[config.mk]
export PLATFORM = sky130hd
export DESIGN_NAME = hot_remap
export DESIGN_NICKNAME = d
export VERILOG_FILES = /design/src/rtl/hot_remap_pkg.sv /design/src/rtl/hvr_cnt_table.sv /design/src/rtl/hvr_trigger.sv /design/src/rtl/hvr_topk.sv /design/src/rtl/hvr_remap_tbl.sv /design/src/rtl/hot_remap.sv
export SDC_FILE = /design/constraint.sdc
export NUM_CORES = 2
export LEC_CHECK = 0
export CAP_MARGIN = 15
export CORE_MARGIN = 2
export CORE_UTILIZATION = 44
export CTS_CLUSTER_SIZE = 8
export DETAILED_ROUTE_END_ITERATION = 6
export PLACE_DENSITY = 0.62
export SYNTH_ARGS = -nofsm -noshare
export SYNTH_HDL_FRONTEND = slang
export SYNTH_HIERARCHICAL = 1
export SYNTH_SLANG_ARGS = --single-unit
[constraint.sdc]
create_clock -name clk -period 19.1 [get_ports clk]
set_input_delay 2.865 -clock clk [delete_from_list [all_inputs] [get_ports clk]]
set_output_delay 2.865 -clock clk [all_outputs]
set_load 0.01 [all_outputs]
[src/rtl/hot_remap_pkg.sv]
`timescale 1ns/1ps
package hot_remap_pkg;
  typedef enum logic [1:0] {SEL_IDLE, SEL_SCAN, SEL_FIN} sel_state_t;

  // hot-set size for a fraction select: 5, 10 or 15 percent, floor, at least 1
  function automatic int unsigned k_of(input logic [1:0] sel, input int unsigned n);
    int unsigned pct;
    int unsigned k;
    case (sel)
      2'd0:    pct = 5;
      2'd1:    pct = 10;
      default: pct = 15;
    endcase
    k = (n * pct) / 100;
    if (k == 0) k = 1;
    return k;
  endfunction
endpackage

[src/rtl/hvr_cnt_table.sv]
`timescale 1ns/1ps
module hvr_cnt_table #(
  parameter int ID_W    = 16,
  parameter int ENTRIES = 64,
  parameter int CNT_W   = 8
) (
  input  logic                       clk,
  input  logic                       rst_n,
  input  logic                       upd_en,
  input  logic [ID_W-1:0]            upd_id,
  input  logic                       clr,
  input  logic [$clog2(ENTRIES)-1:0] rd_idx,
  output logic [ID_W-1:0]            rd_tag,
  output logic [CNT_W-1:0]           rd_cnt,
  output logic                       upd_hit,
  output logic [CNT_W-1:0]           upd_cnt
);
  localparam int IDX_W  = $clog2(ENTRIES);
  localparam int NCHUNK = (ID_W + IDX_W - 1) / IDX_W;

  logic [ID_W-1:0]  tag_q [ENTRIES];
  logic [CNT_W-1:0] cnt_q [ENTRIES];

  function automatic logic [IDX_W-1:0] fold(input logic [ID_W-1:0] id);
    logic [NCHUNK*IDX_W-1:0] pad;
    logic [IDX_W-1:0] h;
    pad = '0;
    pad[ID_W-1:0] = id;
    h = '0;
    for (int c = 0; c < NCHUNK; c++) h ^= pad[c*IDX_W +: IDX_W];
    return h;
  endfunction

  logic [IDX_W-1:0] idx;
  logic [ID_W-1:0]  cur_tag;
  logic [CNT_W-1:0] cur_cnt;
  logic             match, claim;

  always_comb begin
    idx     = fold(upd_id);
    cur_tag = tag_q[idx];
    cur_cnt = cnt_q[idx];
    match   = (cur_tag == upd_id);
    claim   = !match && (cur_cnt == '0);
    if (match) upd_cnt = (&cur_cnt) ? cur_cnt : cur_cnt + 1'b1;
    else       upd_cnt = {{(CNT_W-1){1'b0}}, 1'b1};
    upd_hit = upd_en && (match || claim);
  end

  assign rd_tag = tag_q[rd_idx];
  assign rd_cnt = cnt_q[rd_idx];

  always_ff @(posedge clk) begin
    if (!rst_n) begin
      for (int e = 0; e < ENTRIES; e++) begin
        tag_q[e] <= '0;
        cnt_q[e] <= '0;
      end
    end else if (clr) begin
      for (int e = 0; e < ENTRIES; e++) cnt_q[e] <= '0;
    end else if (upd_hit) begin
      tag_q[idx] <= upd_id;
      cnt_q[idx] <= upd_cnt;
    end
  end
endmodule

[src/rtl/hvr_trigger.sv]
`timescale 1ns/1ps
module hvr_trigger #(
  parameter int CNT_W = 8,
  parameter int ACT_W = 16,
  parameter int PER_W = 16
) (
  input  logic             clk,
  input  logic             rst_n,
  input  logic             busy,
  input  logic             upd_hit,
  input  logic [CNT_W-1:0] upd_cnt,
  input  logic             thr_en,
  input  logic [CNT_W-1:0] hot_thr,
  input  logic [ACT_W-1:0] act_limit,
  input  logic             per_en,
  input  logic [PER_W-1:0] period,
  output logic             start
);
  logic [ACT_W-1:0] act_q, act_nx;
  logic [PER_W-1:0] per_q;
  logic             idle, act_inc, thr_fire, per_fire;

  always_comb begin
    idle     = !busy && !start;
    act_inc  = upd_hit && (upd_cnt >= hot_thr);
    act_nx   = act_q + ACT_W'(act_inc);
    thr_fire = thr_en && act_inc && (act_nx >= act_limit);
    per_fire = per_en && (period != '0) && (per_q == period - 1'b1);
  end

  always_ff @(posedge clk) begin
    if (!rst_n) begin
      act_q <= '0;
      per_q <= '0;
      start <= 1'b0;
    end else if (start) begin
      act_q <= '0;
      per_q <= '0;
      start <= 1'b0;
    end else if (idle) begin
      start <= thr_fire || per_fire;
      act_q <= act_nx;
      per_q <= per_fire ? '0 : per_q + 1'b1;
    end
  end
endmodule

[src/rtl/hvr_topk.sv]
`timescale 1ns/1ps
module hvr_topk
  import hot_remap_pkg::*;
#(
  parameter int ID_W    = 16,
  parameter int ENTRIES = 64,
  parameter int CNT_W   = 8,
  parameter int KMAX    = 9,
  parameter int RANK_W  = 4
) (
  input  logic                       clk,
  input  logic                       rst_n,
  input  logic                       start,
  input  logic [1:0]                 frac_sel,
  input  logic [ID_W-1:0]            rd_tag,
  input  logic [CNT_W-1:0]           rd_cnt,
  output logic [$clog2(ENTRIES)-1:0] rd_idx,
  output logic                       busy,
  output logic                       done,
  output logic                       wr_en,
  output logic [RANK_W-1:0]          wr_rank,
  output logic [ID_W-1:0]            wr_id
);
  localparam int IDX_W = $clog2(ENTRIES);

  sel_state_t         st_q;
  logic [RANK_W-1:0]  k_q, r_q;
  logic [IDX_W-1:0]   i_q;
  logic [CNT_W-1:0]   best_cnt, cand_cnt;
  logic [IDX_W-1:0]   best_idx, cand_idx;
  logic [ID_W-1:0]    best_tag, cand_tag;
  logic [ENTRIES-1:0] picked_q;
  logic               take, last, found;

  always_comb begin
    take     = (st_q == SEL_SCAN) && !picked_q[i_q] && (rd_cnt > best_cnt);
    cand_cnt = take ? rd_cnt : best_cnt;
    cand_idx = take ? i_q    : best_idx;
    cand_tag = take ? rd_tag : best_tag;
    last     = (i_q == IDX_W'(ENTRIES - 1));
    found    = (cand_cnt != '0);
    wr_en    = (st_q == SEL_SCAN) && last && found;
    wr_rank  = r_q;
    wr_id    = cand_tag;
  end

  assign rd_idx = i_q;
  assign busy   = (st_q != SEL_IDLE);
  assign done   = (st_q == SEL_FIN);

  always_ff @(posedge clk) begin
    if (!rst_n) begin
      st_q     <= SEL_IDLE;
      k_q      <= '0;
      r_q      <= '0;
      i_q      <= '0;
      best_cnt <= '0;
      best_idx <= '0;
      best_tag <= '0;
      picked_q <= '0;
    end else begin
      case (st_q)
        SEL_IDLE: if (start) begin
          st_q     <= SEL_SCAN;
          k_q      <= RANK_W'(k_of(frac_sel, ENTRIES));
          r_q      <= '0;
          i_q      <= '0;
          best_cnt <= '0;
          picked_q <= '0;
        end
        SEL_SCAN: begin
          best_cnt <= cand_cnt;
          best_idx <= cand_idx;
          best_tag <= cand_tag;
          i_q      <= i_q + 1'b1;
          if (last) begin
            i_q      <= '0;
            best_cnt <= '0;
            if (found) picked_q[cand_idx] <= 1'b1;
            if (!found || r_q == k_q - 1'b1) st_q <= SEL_FIN;
            else r_q <= r_q + 1'b1;
          end
        end
        default: st_q <= SEL_IDLE;
      endcase
    end
  end
endmodule

[src/rtl/hvr_remap_tbl.sv]
`timescale 1ns/1ps
module hvr_remap_tbl #(
  parameter int ID_W     = 16,
  parameter int KMAX     = 9,
  parameter int RANK_W   = 4,
  parameter int PLANES   = 4,
  parameter int VPP      = 2,
  parameter int PAGE_W   = 12,
  parameter int HOT_BASE = 256,
  parameter int PL_W     = 2,
  parameter int SL_W     = 1
) (
  input  logic              clk,
  input  logic              rst_n,
  input  logic              shadow_clr,
  input  logic              wr_en,
  input  logic [RANK_W-1:0] wr_rank,
  input  logic [ID_W-1:0]   wr_id,
  input  logic              commit,
  input  logic              lk_valid,
  input  logic [ID_W-1:0]   lk_id,
  output logic              lk_rsp_valid,
  output logic              lk_hit,
  output logic [PL_W-1:0]   lk_plane,
  output logic [PAGE_W-1:0] lk_page,
  output logic [SL_W-1:0]   lk_slot
);
  logic [KMAX-1:0] sh_v, act_v, match;
  logic [ID_W-1:0] sh_id  [KMAX];
  logic [ID_W-1:0] act_id [KMAX];

  for (genvar g = 0; g < KMAX; g++) begin : g_cmp
    assign match[g] = act_v[g] && (act_id[g] == lk_id);
  end

  logic              hit_n;
  logic [RANK_W-1:0] hit_rank;
  logic [31:0]       grp;
  logic [PL_W-1:0]   plane_n;
  logic [PAGE_W-1:0] page_n;
  logic [SL_W-1:0]   slot_n;

  always_comb begin
    hit_n    = |match;
    hit_rank = '0;
    for (int r = 0; r < KMAX; r++) if (match[r]) hit_rank = RANK_W'(r);
    grp     = 32'(hit_rank) / PLANES;
    plane_n = PL_W'(32'(hit_rank) % PLANES);
    page_n  = PAGE_W'(HOT_BASE + grp / VPP);
    slot_n  = SL_W'(grp % VPP);
  end

  always_ff @(posedge clk) begin
    if (!rst_n) begin
      sh_v  <= '0;
      act_v <= '0;
      for (int r = 0; r < KMAX; r++) begin
        sh_id[r]  <= '0;
        act_id[r] <= '0;
      end
      lk_rsp_valid <= 1'b0;
      lk_hit       <= 1'b0;
      lk_plane     <= '0;
      lk_page      <= '0;
      lk_slot      <= '0;
    end else begin
      if (shadow_clr) sh_v <= '0;
      else if (wr_en) begin
        sh_v[wr_rank]  <= 1'b1;
        sh_id[wr_rank] <= wr_id;
      end
      if (commit) begin
        act_v <= sh_v;
        for (int r = 0; r < KMAX; r++) act_id[r] <= sh_id[r];
      end
      lk_rsp_valid <= lk_valid;
      lk_hit       <= lk_valid && hit_n;
      lk_plane     <= (lk_valid && hit_n) ? plane_n : '0;
      lk_page      <= (lk_valid && hit_n) ? page_n  : '0;
      lk_slot      <= (lk_valid && hit_n) ? slot_n  : '0;
    end
  end
endmodule

[src/rtl/hot_remap.sv]
`timescale 1ns/1ps
module hot_remap
  import hot_remap_pkg::*;
#(
  parameter int ID_W     = 16,
  parameter int ENTRIES  = 64,
  parameter int CNT_W    = 8,
  parameter int PLANES   = 4,
  parameter int VPP      = 2,
  parameter int PAGE_W   = 12,
  parameter int HOT_BASE = 256,
  parameter int ACT_W    = 16,
  parameter int PER_W    = 16,
  localparam int KMAX    = k_of(2'd2, ENTRIES),
  localparam int RANK_W  = $clog2(KMAX + 1),
  localparam int PL_W    = (PLANES > 1) ? $clog2(PLANES) : 1,
  localparam int SL_W    = (VPP > 1) ? $clog2(VPP) : 1
) (
  input  logic              clk,
  input  logic              rst_n,
  input  logic              acc_valid,
  output logic              acc_ready,
  input  logic [ID_W-1:0]   acc_id,
  input  logic              thr_en,
  input  logic [CNT_W-1:0]  hot_thr,
  input  logic [ACT_W-1:0]  act_limit,
  input  logic              per_en,
  input  logic [PER_W-1:0]  period,
  input  logic [1:0]        frac_sel,
  input  logic              lk_valid,
  input  logic [ID_W-1:0]   lk_id,
  output logic              lk_rsp_valid,
  output logic              lk_hit,
  output logic [PL_W-1:0]   lk_plane,
  output logic [PAGE_W-1:0] lk_page,
  output logic [SL_W-1:0]   lk_slot,
  output logic              busy,
  output logic              done
);
  localparam int IDX_W = $clog2(ENTRIES);

  logic              start, upd_hit, wr_en;
  logic [CNT_W-1:0]  upd_cnt, rd_cnt;
  logic [ID_W-1:0]   rd_tag, wr_id;
  logic [IDX_W-1:0]  rd_idx;
  logic [RANK_W-1:0] wr_rank;

  assign acc_ready = !busy && !start;

  hvr_cnt_table #(.ID_W(ID_W), .ENTRIES(ENTRIES), .CNT_W(CNT_W)) u_cnt (
    .clk(clk), .rst_n(rst_n), .upd_en(acc_valid && acc_ready), .upd_id(acc_id),
    .clr(done), .rd_idx(rd_idx), .rd_tag(rd_tag), .rd_cnt(rd_cnt),
    .upd_hit(upd_hit), .upd_cnt(upd_cnt));

  hvr_trigger #(.CNT_W(CNT_W), .ACT_W(ACT_W), .PER_W(PER_W)) u_trig (
    .clk(clk), .rst_n(rst_n), .busy(busy), .upd_hit(upd_hit), .upd_cnt(upd_cnt),
    .thr_en(thr_en), .hot_thr(hot_thr), .act_limit(act_limit),
    .per_en(per_en), .period(period), .start(start));

  hvr_topk #(.ID_W(ID_W), .ENTRIES(ENTRIES), .CNT_W(CNT_W), .KMAX(KMAX),
             .RANK_W(RANK_W)) u_sel (
    .clk(clk), .rst_n(rst_n), .start(start), .frac_sel(frac_sel),
    .rd_tag(rd_tag), .rd_cnt(rd_cnt), .rd_idx(rd_idx), .busy(busy), .done(done),
    .wr_en(wr_en), .wr_rank(wr_rank), .wr_id(wr_id));

  hvr_remap_tbl #(.ID_W(ID_W), .KMAX(KMAX), .RANK_W(RANK_W), .PLANES(PLANES),
                  .VPP(VPP), .PAGE_W(PAGE_W), .HOT_BASE(HOT_BASE),
                  .PL_W(PL_W), .SL_W(SL_W)) u_map (
    .clk(clk), .rst_n(rst_n), .shadow_clr(start), .wr_en(wr_en), .wr_rank(wr_rank),
    .wr_id(wr_id), .commit(done), .lk_valid(lk_valid), .lk_id(lk_id),
    .lk_rsp_valid(lk_rsp_valid), .lk_hit(lk_hit), .lk_plane(lk_plane),
    .lk_page(lk_page), .lk_slot(lk_slot));
endmodule

# Yosys cells after proc, flatten, opt, wreduce, memory -nomap -nowiden
# Memory sizes are Yosys's and may differ from the RTL's. A register that Yosys moved wholly into a read port is not among the register bits.
# Index checks and enable logic that the tools add are counted.
# Widths: inputs -> output; s select.
# op_classes
n_addsub	8
n_div	1
magnitude_cmp	8
eq_ne	21
muxes	141
n_bitwise	80
n_reduce_logical	55
# ops
cell	count
$mux 8	70
$mux 16	13
$mux 64	3
$eq 16x16->1	11
$pmux 64 s2	1
$mux 26	3
$or 1x1->1	73
$or 64x64->64	1
$mux 6	9
$div 32x7->32 const B	1
$logic_not 32->1	1
$reduce_or 16->1	2
$logic_and 1x1->1	25
$mux 4	6
$mux 1	19
$add 16x1->16	1
$add 16x1->16 const B	1
$ge 16x16->1	1
$pmux 4 s2	2
$pmux 8 s2	1
$reduce_bool 16->1	1
$sub 16x1->16 const B	1
$lt 6x7->1 const B	2
$mux 3	4
40 further kinds	62
# totals
reg_bits	178
ramBits	1824
input_bits	80
output_inout_bits	20
wordCells	336
memories	4
# memory_table
memory	depth	word_bits	rd	rd_clocked_by_memory_dff	write_ports	line_no	source
u_cnt.tag_q	64	16	2	1	64	hvr_cnt_table.sv:21	logic [ID_W-1:0] tag_q [ENTRIES];
u_cnt.cnt_q	64	8	2	1	64	hvr_cnt_table.sv:22	logic [CNT_W-1:0] cnt_q [ENTRIES];
u_map.act_id	9	16	9	0	9	hvr_remap_tbl.sv:30	logic [ID_W-1:0] act_id [KMAX];
u_map.sh_id	9	16	9	0	9	hvr_remap_tbl.sv:29	logic [ID_W-1:0] sh_id [KMAX];

# Logic depth before layout (Yosys ltp)
# logic_depth
depth_word	14
ltp_mapped	47

# Cells and area by module
# Netlist, hierarchy kept.
# by_module_without_submodules
module	instances	cells_each	area_each_um2
hvr_cnt_table	1	6639	84444.7
hvr_remap_tbl	1	951	13482.9
hvr_topk	1	557	5127.4
hvr_trigger	1	354	2830.2
hot_remap	1	2	16.3

# Worst setup path before layout
# OpenSTA, ideal clock, no wires.
# synth_timing
kind	input to register
start	input acc_id[6]
end	register u_trig.start
setup_time_ns	0.119
arrival_time_ns	10.235
path_slack_ns	8.745
stages	45
cell_sequence	buf_2 > xor3_2 > buf_6 > buf_6 > buf_6 > buf_4 > buf_4 > buf_4 > buf_6 > buf_4 > mux2i_1 > a32oi_1 > o2111ai_1 > a311o_1 > and2_1 > inv_1 > ha_1 > inv_1 > (+9 left out) > o21ai_0 > a21oi_1 > nor2_1 > o221ai_1 > inv_1 > ha_1 > ha_1 > nand3_1 > nor2_1 > nand4_1 > nor2_1 > xor2_1 > ha_1 > a21o_1 > a21oi_1 > o21ai_0 > o211ai_1 > o2bb2ai_2
# synth_rtl
element	line_no	source
from (decl)	hot_remap.sv:23	input logic [ID_W-1:0] acc_id,
$xor 6x6->6	hvr_cnt_table.sv:30	for (int c = 0; c < NCHUNK; c++) h ^= pad[c*IDX_W +: IDX_W];
$xor 6x4->6	hvr_cnt_table.sv:30	
$mem_v2 64x8	--	
$add 8x1->8 or $reduce_and 8->1 (tied branches)	hvr_cnt_table.sv:45	if (match) upd_cnt = (&cur_cnt) ? cur_cnt : cur_cnt + 1'b1;
$mux 8	hvr_cnt_table.sv:45	
$mux 8 (*)	hvr_cnt_table.sv:45	
via upd_cnt[1]	hot_remap.sv:43	logic [CNT_W-1:0] upd_cnt, rd_cnt;
$ge 8x8->1 (*)	hvr_trigger.sv:25	act_inc = upd_hit && (upd_cnt >= hot_thr);
$logic_and 1x1->1 (*)	hvr_trigger.sv:25	
$add 16x1->16 (*)	hvr_trigger.sv:26	act_nx = act_q + ACT_W'(act_inc);
via u_trig.act_nx[14]	hvr_trigger.sv:19	logic [ACT_W-1:0] act_q, act_nx;
$ge 16x16->1 (*)	hvr_trigger.sv:27	thr_fire = thr_en && act_inc && (act_nx >= act_limit);
$logic_and 1x1->1 (*)	hvr_trigger.sv:27	
$logic_or 1x1->1 (*)	hvr_trigger.sv:41	start <= thr_fire || per_fire;
to (signal assigned)	hvr_trigger.sv:41	
to (decl)	hvr_trigger.sv:17	output logic start
# Mark *: on every way through the listed nets, which the timed path passes. The rest lies on a longest branch.
# A chain may end at the register's enable or synchronous reset.

# Worst setup path after layout
# layout_timing
start	input acc_id[2]
end	register u_trig.start
# The elaborated chain is that of the path after synthesis.

==> impl_metrics.env <==
export IMPL_vias_per_cell=7.120
export IMPL_die_area_sq_um=244600
export IMPL_ios=100
export IMPL_timing_rr_end="u_map/sh_id[4][1]"
export IMPL_seq_area_frac_synth_pct=54.90
export IMPL_nFillCells=20870
export IMPL_grt_ovfl_total=0
export IMPL_grt_pass1_wl_mm=586.6
export IMPL_h_tree_depth=5
export IMPL_track_usage_pct=33.47
export IMPL_dp_final_hpwl_mm=251.8
export IMPL_top_layer_used="met5"
export IMPL_synth_edf_count=1824
export IMPL_root_buffer="clkbuf_16"
export IMPL_rsz0062_at_grt="false"
export IMPL_cts_buffer_depth=4
export IMPL_drive_gt1_share_pct=21.00
export IMPL_r2r_setup_slack_ns=9.39
export IMPL_r2r_cells=17
export IMPL_cp_end_kind="flop"
export IMPL_worst_slew_pin_slew_ns=1.408
export IMPL_violations="DRC"
export IMPL_start_util_pct=44.15
export IMPL_grt_pass1_vias=78090
export IMPL_leakage_nw=37.10
export IMPL_ir_drop_mv=0.08023
export IMPL_critPathMaxFanout=105
export IMPL_finalNetCount=8426
export IMPL_drv_slew=0
export IMPL_cts_tree="built"
export IMPL_clk_pin_slew_worst_paths_ns=0.05
export IMPL_crit_end="u_trig/start"
export IMPL_status="finished, violations left"
export IMPL_cts_buffers=300
export IMPL_crit_start="acc_id[2]"
export IMPL_slew_headroom_pct=5.776
export IMPL_fin_crit_sh_pct=72.81
export IMPL_dr_pass1_iters=7
export IMPL_avgSynthCellArea_sq_um=12.45
export IMPL_synth_top_cells_by_count="1824 x edfxtp_1, 1033 x nor3_1, 863 x nand2_1"
export IMPL_cts_sinks=1992
export IMPL_dieHeight_um=494.6
export IMPL_worst_setup_path_type="in2reg"
export IMPL_drt_iter0_markers=14150
export IMPL_worst_ep_required_time_ns=19.92
export IMPL_maxCapViolCount=0
export IMPL_portBuffers=89
export IMPL_cp_arrival_ns=14.72
export IMPL_place_ws_ns=5.016
export IMPL_yosysMostFrequentCell="edfxtp_1"
export IMPL_cpMostUsedCell="nor2_1"
export IMPL_cpPeakStageDelay_ns=1.03
export IMPL_areaGrowthSynthToFinish_pct=11.30
export IMPL_rows=180
export IMPL_core_area_sq_um=239900
export IMPL_synthArstFlopShare_pct=0
export IMPL_multiInputGateArea_sq_um=44380
export IMPL_wire_per_inst_um=36.24
export IMPL_totalWireLength_mm=419.9
export IMPL_finalHoldViolations=0
export IMPL_fin_setup_tns_ns=0
export IMPL_synth_area_leaders="edfxtp_1 52%, mux4_2 12%, nor3_1 4.9%"
export IMPL_wl_met2_mm=180.1
export IMPL_synthCells=8503
export IMPL_max_freq_mhz=71.91
export IMPL_synth_area_leader_cell="edfxtp_1"
export IMPL_grt_max_degree=210
export IMPL_synth_top_area_share_pct=51.72
export IMPL_place_congestion=0.9702
export IMPL_syn_area_sq_um=105900
export IMPL_vias=82490
export IMPL_antenna_found_initial=31
export IMPL_yosys_warnings=6
export IMPL_synth_distinct_cells=103
export IMPL_crit_slowest_cell="nand3_2"
export IMPL_wl_met3_mm=63.64
export IMPL_skew_ns=0.09956
export IMPL_power_density_nw_per_um2=98.34
export IMPL_layout_min_cycle_time_ns=13.91
export IMPL_power_total_mw=11.59
export IMPL_drc=4
export IMPL_die_w_um=494.6
export IMPL_fin_ws_ns=5.193
export IMPL_rr_startpoint="u_sel/rd_idx[0]"
export IMPL_regArea_sq_um=58150
export IMPL_met1Wirelength_mm=144.0
export IMPL_ys_ff_latch=1992
export IMPL_setup_violations=0
export IMPL_clock_latency_ns=0.98
export IMPL_holdBufCountCts=0
export IMPL_post_cts_buffers=0
export IMPL_ys_flop_type="edfxtp_1"
export IMPL_hold_path_class="reg2reg"
export IMPL_post_cts_resized=0
export IMPL_worstSetupStartpointType="input pin"
export IMPL_detail_route_antenna_nets=0
[sequential cells by signal, indices dropped and copies added (netlist names), 4 cells and up]
name	cells
u_sel/rd_idx	6
u_sel/picked_q	64
u_map/act_v	9
u_sel/wr_rank	4
u_sel/best_idx	6
u_trig/per_q	16
u_trig/act_q	16
u_cnt/tag_q	1024
u_cnt/cnt_q	512
u_map/act_id	144
u_sel/best_tag	16
u_sel/k_q	4
u_sel/best_cnt	8
u_map/sh_id	144
u_map/sh_v	9
[power by group]
part | switching, mW | total, mW | internal (mW)
clock | 1.88 | 4.72 | 2.83
combinational | 1.44 | 1.90 | 0.455
sequential | 0.0795 | 4.98 | 4.90
[placed cells by master (no fill, tap or decap), drive strengths merged, types with 11 or more instances in the layout]
cell type / count
and3: 181
a21o: 22
xor2: 115
nand4: 44
o211ai: 27
buf: 276
o2111ai: 16
xnor2: 108
edfxtp: 1824
mux2i: 116
a311oi: 19
a21oi: 182
mux4: 564
nor4: 30
clkdlybuf4s50: 88
ha: 42
nor2: 391
mux2: 174
nor3: 1301
o22ai: 130
a211oi: 52
nand2: 864
a31oi: 70
a32oi: 11
a221oi: 73
a22oi: 41
nand3: 142
diode: 20
nor2b: 44
inv: 56
o221ai: 91
nand3b: 12
or3: 13
and2: 175
clkbuf: 372
dfxtp: 168
nand2b: 12
o21ai: 349
[critical path, delay by kind of cell]
kind / cells / cell delay, ns
AOI/OAI and AO/OA: 11 / 2.68
xor gates and xnor gates: 2 / 0.86
adders and majority gates: 4 / 1.08
buffers and inverters: 5 / 1.67
muxes: 1 / 0.50
and+or+nand+nor: 11 / 4.60
[kinds of logic after synthesis]
kind of cell | count (synthesis) | synth area share [%]
compound gates | 1211 | 7.573
xor+xnor | 231 | 2.029
fa+ha+maj | 42 | 0.4962
buf+inv | 926 | 4.145
flops | 1992 | 54.90
mux | 854 | 14.94
other cells | 1 | 0.003541
simple gates | 3246 | 15.92
[how the worst min path moves through the flow]
stage	startpoint	endpoint	slack, ns	depth (start not counted)
2_1_floorplan	u_sel/picked_q[62]	u_sel/picked_q[62]	0.42	2
3_3_place_gp	u_sel/picked_q[20]	u_sel/picked_q[20]	0.43	2
3_5_place_dp	u_sel/picked_q[20]	u_sel/picked_q[20]	0.44	2
4_1_cts	u_sel/picked_q[20]	u_sel/picked_q[20]	0.45	2
5_1_grt	u_sel/picked_q[55]	u_sel/picked_q[55]	0.47	2
6_report	u_sel/picked_q[3]	u_sel/picked_q[3]	0.45	2
[through the flow]
stage | util, % | cell area [sq um] | hold slack, ns | std cells
finish | 49.14 | 117900 | 0.4455 | 11590
CTS | 49.11 | 117800 | 0.4499 | 11560
floorplan | - | 105900 | 0.4196 | 8512
detailed placement | 45.80 | 109900 | 0.4391 | 11190
global placement | 45.80 | 109900 | 0.4283 | 11190
global route | 49.13 | 117800 | 0.4688 | 11570
[per-layer routing]
| layer | up-vias | GRT usage (%) |
|---|---|---|
| li1 | 32450 | - |
| met3 | 1771 | 11.54 |
| met4 | 12 | 20.69 |
| met2 | 7444 | 48.92 |
| met1 | 40820 | 42.65 |
| met5 | - | 0.1174 |
[cell type report]
type                            instances  area share, %
Antenna cell                           20        0.04246
Clock buffer                          370          6.663
Clock inverter                          9        0.07855
Inverter                               50         0.1592
Multi-Input combinational cell       5594          37.66
Sequential cell                      1992          49.34
Tap cell                             3185          3.381
Timing Repair Buffer                  366          2.681
No activity file was read; power rests on OpenSTA's default activity.
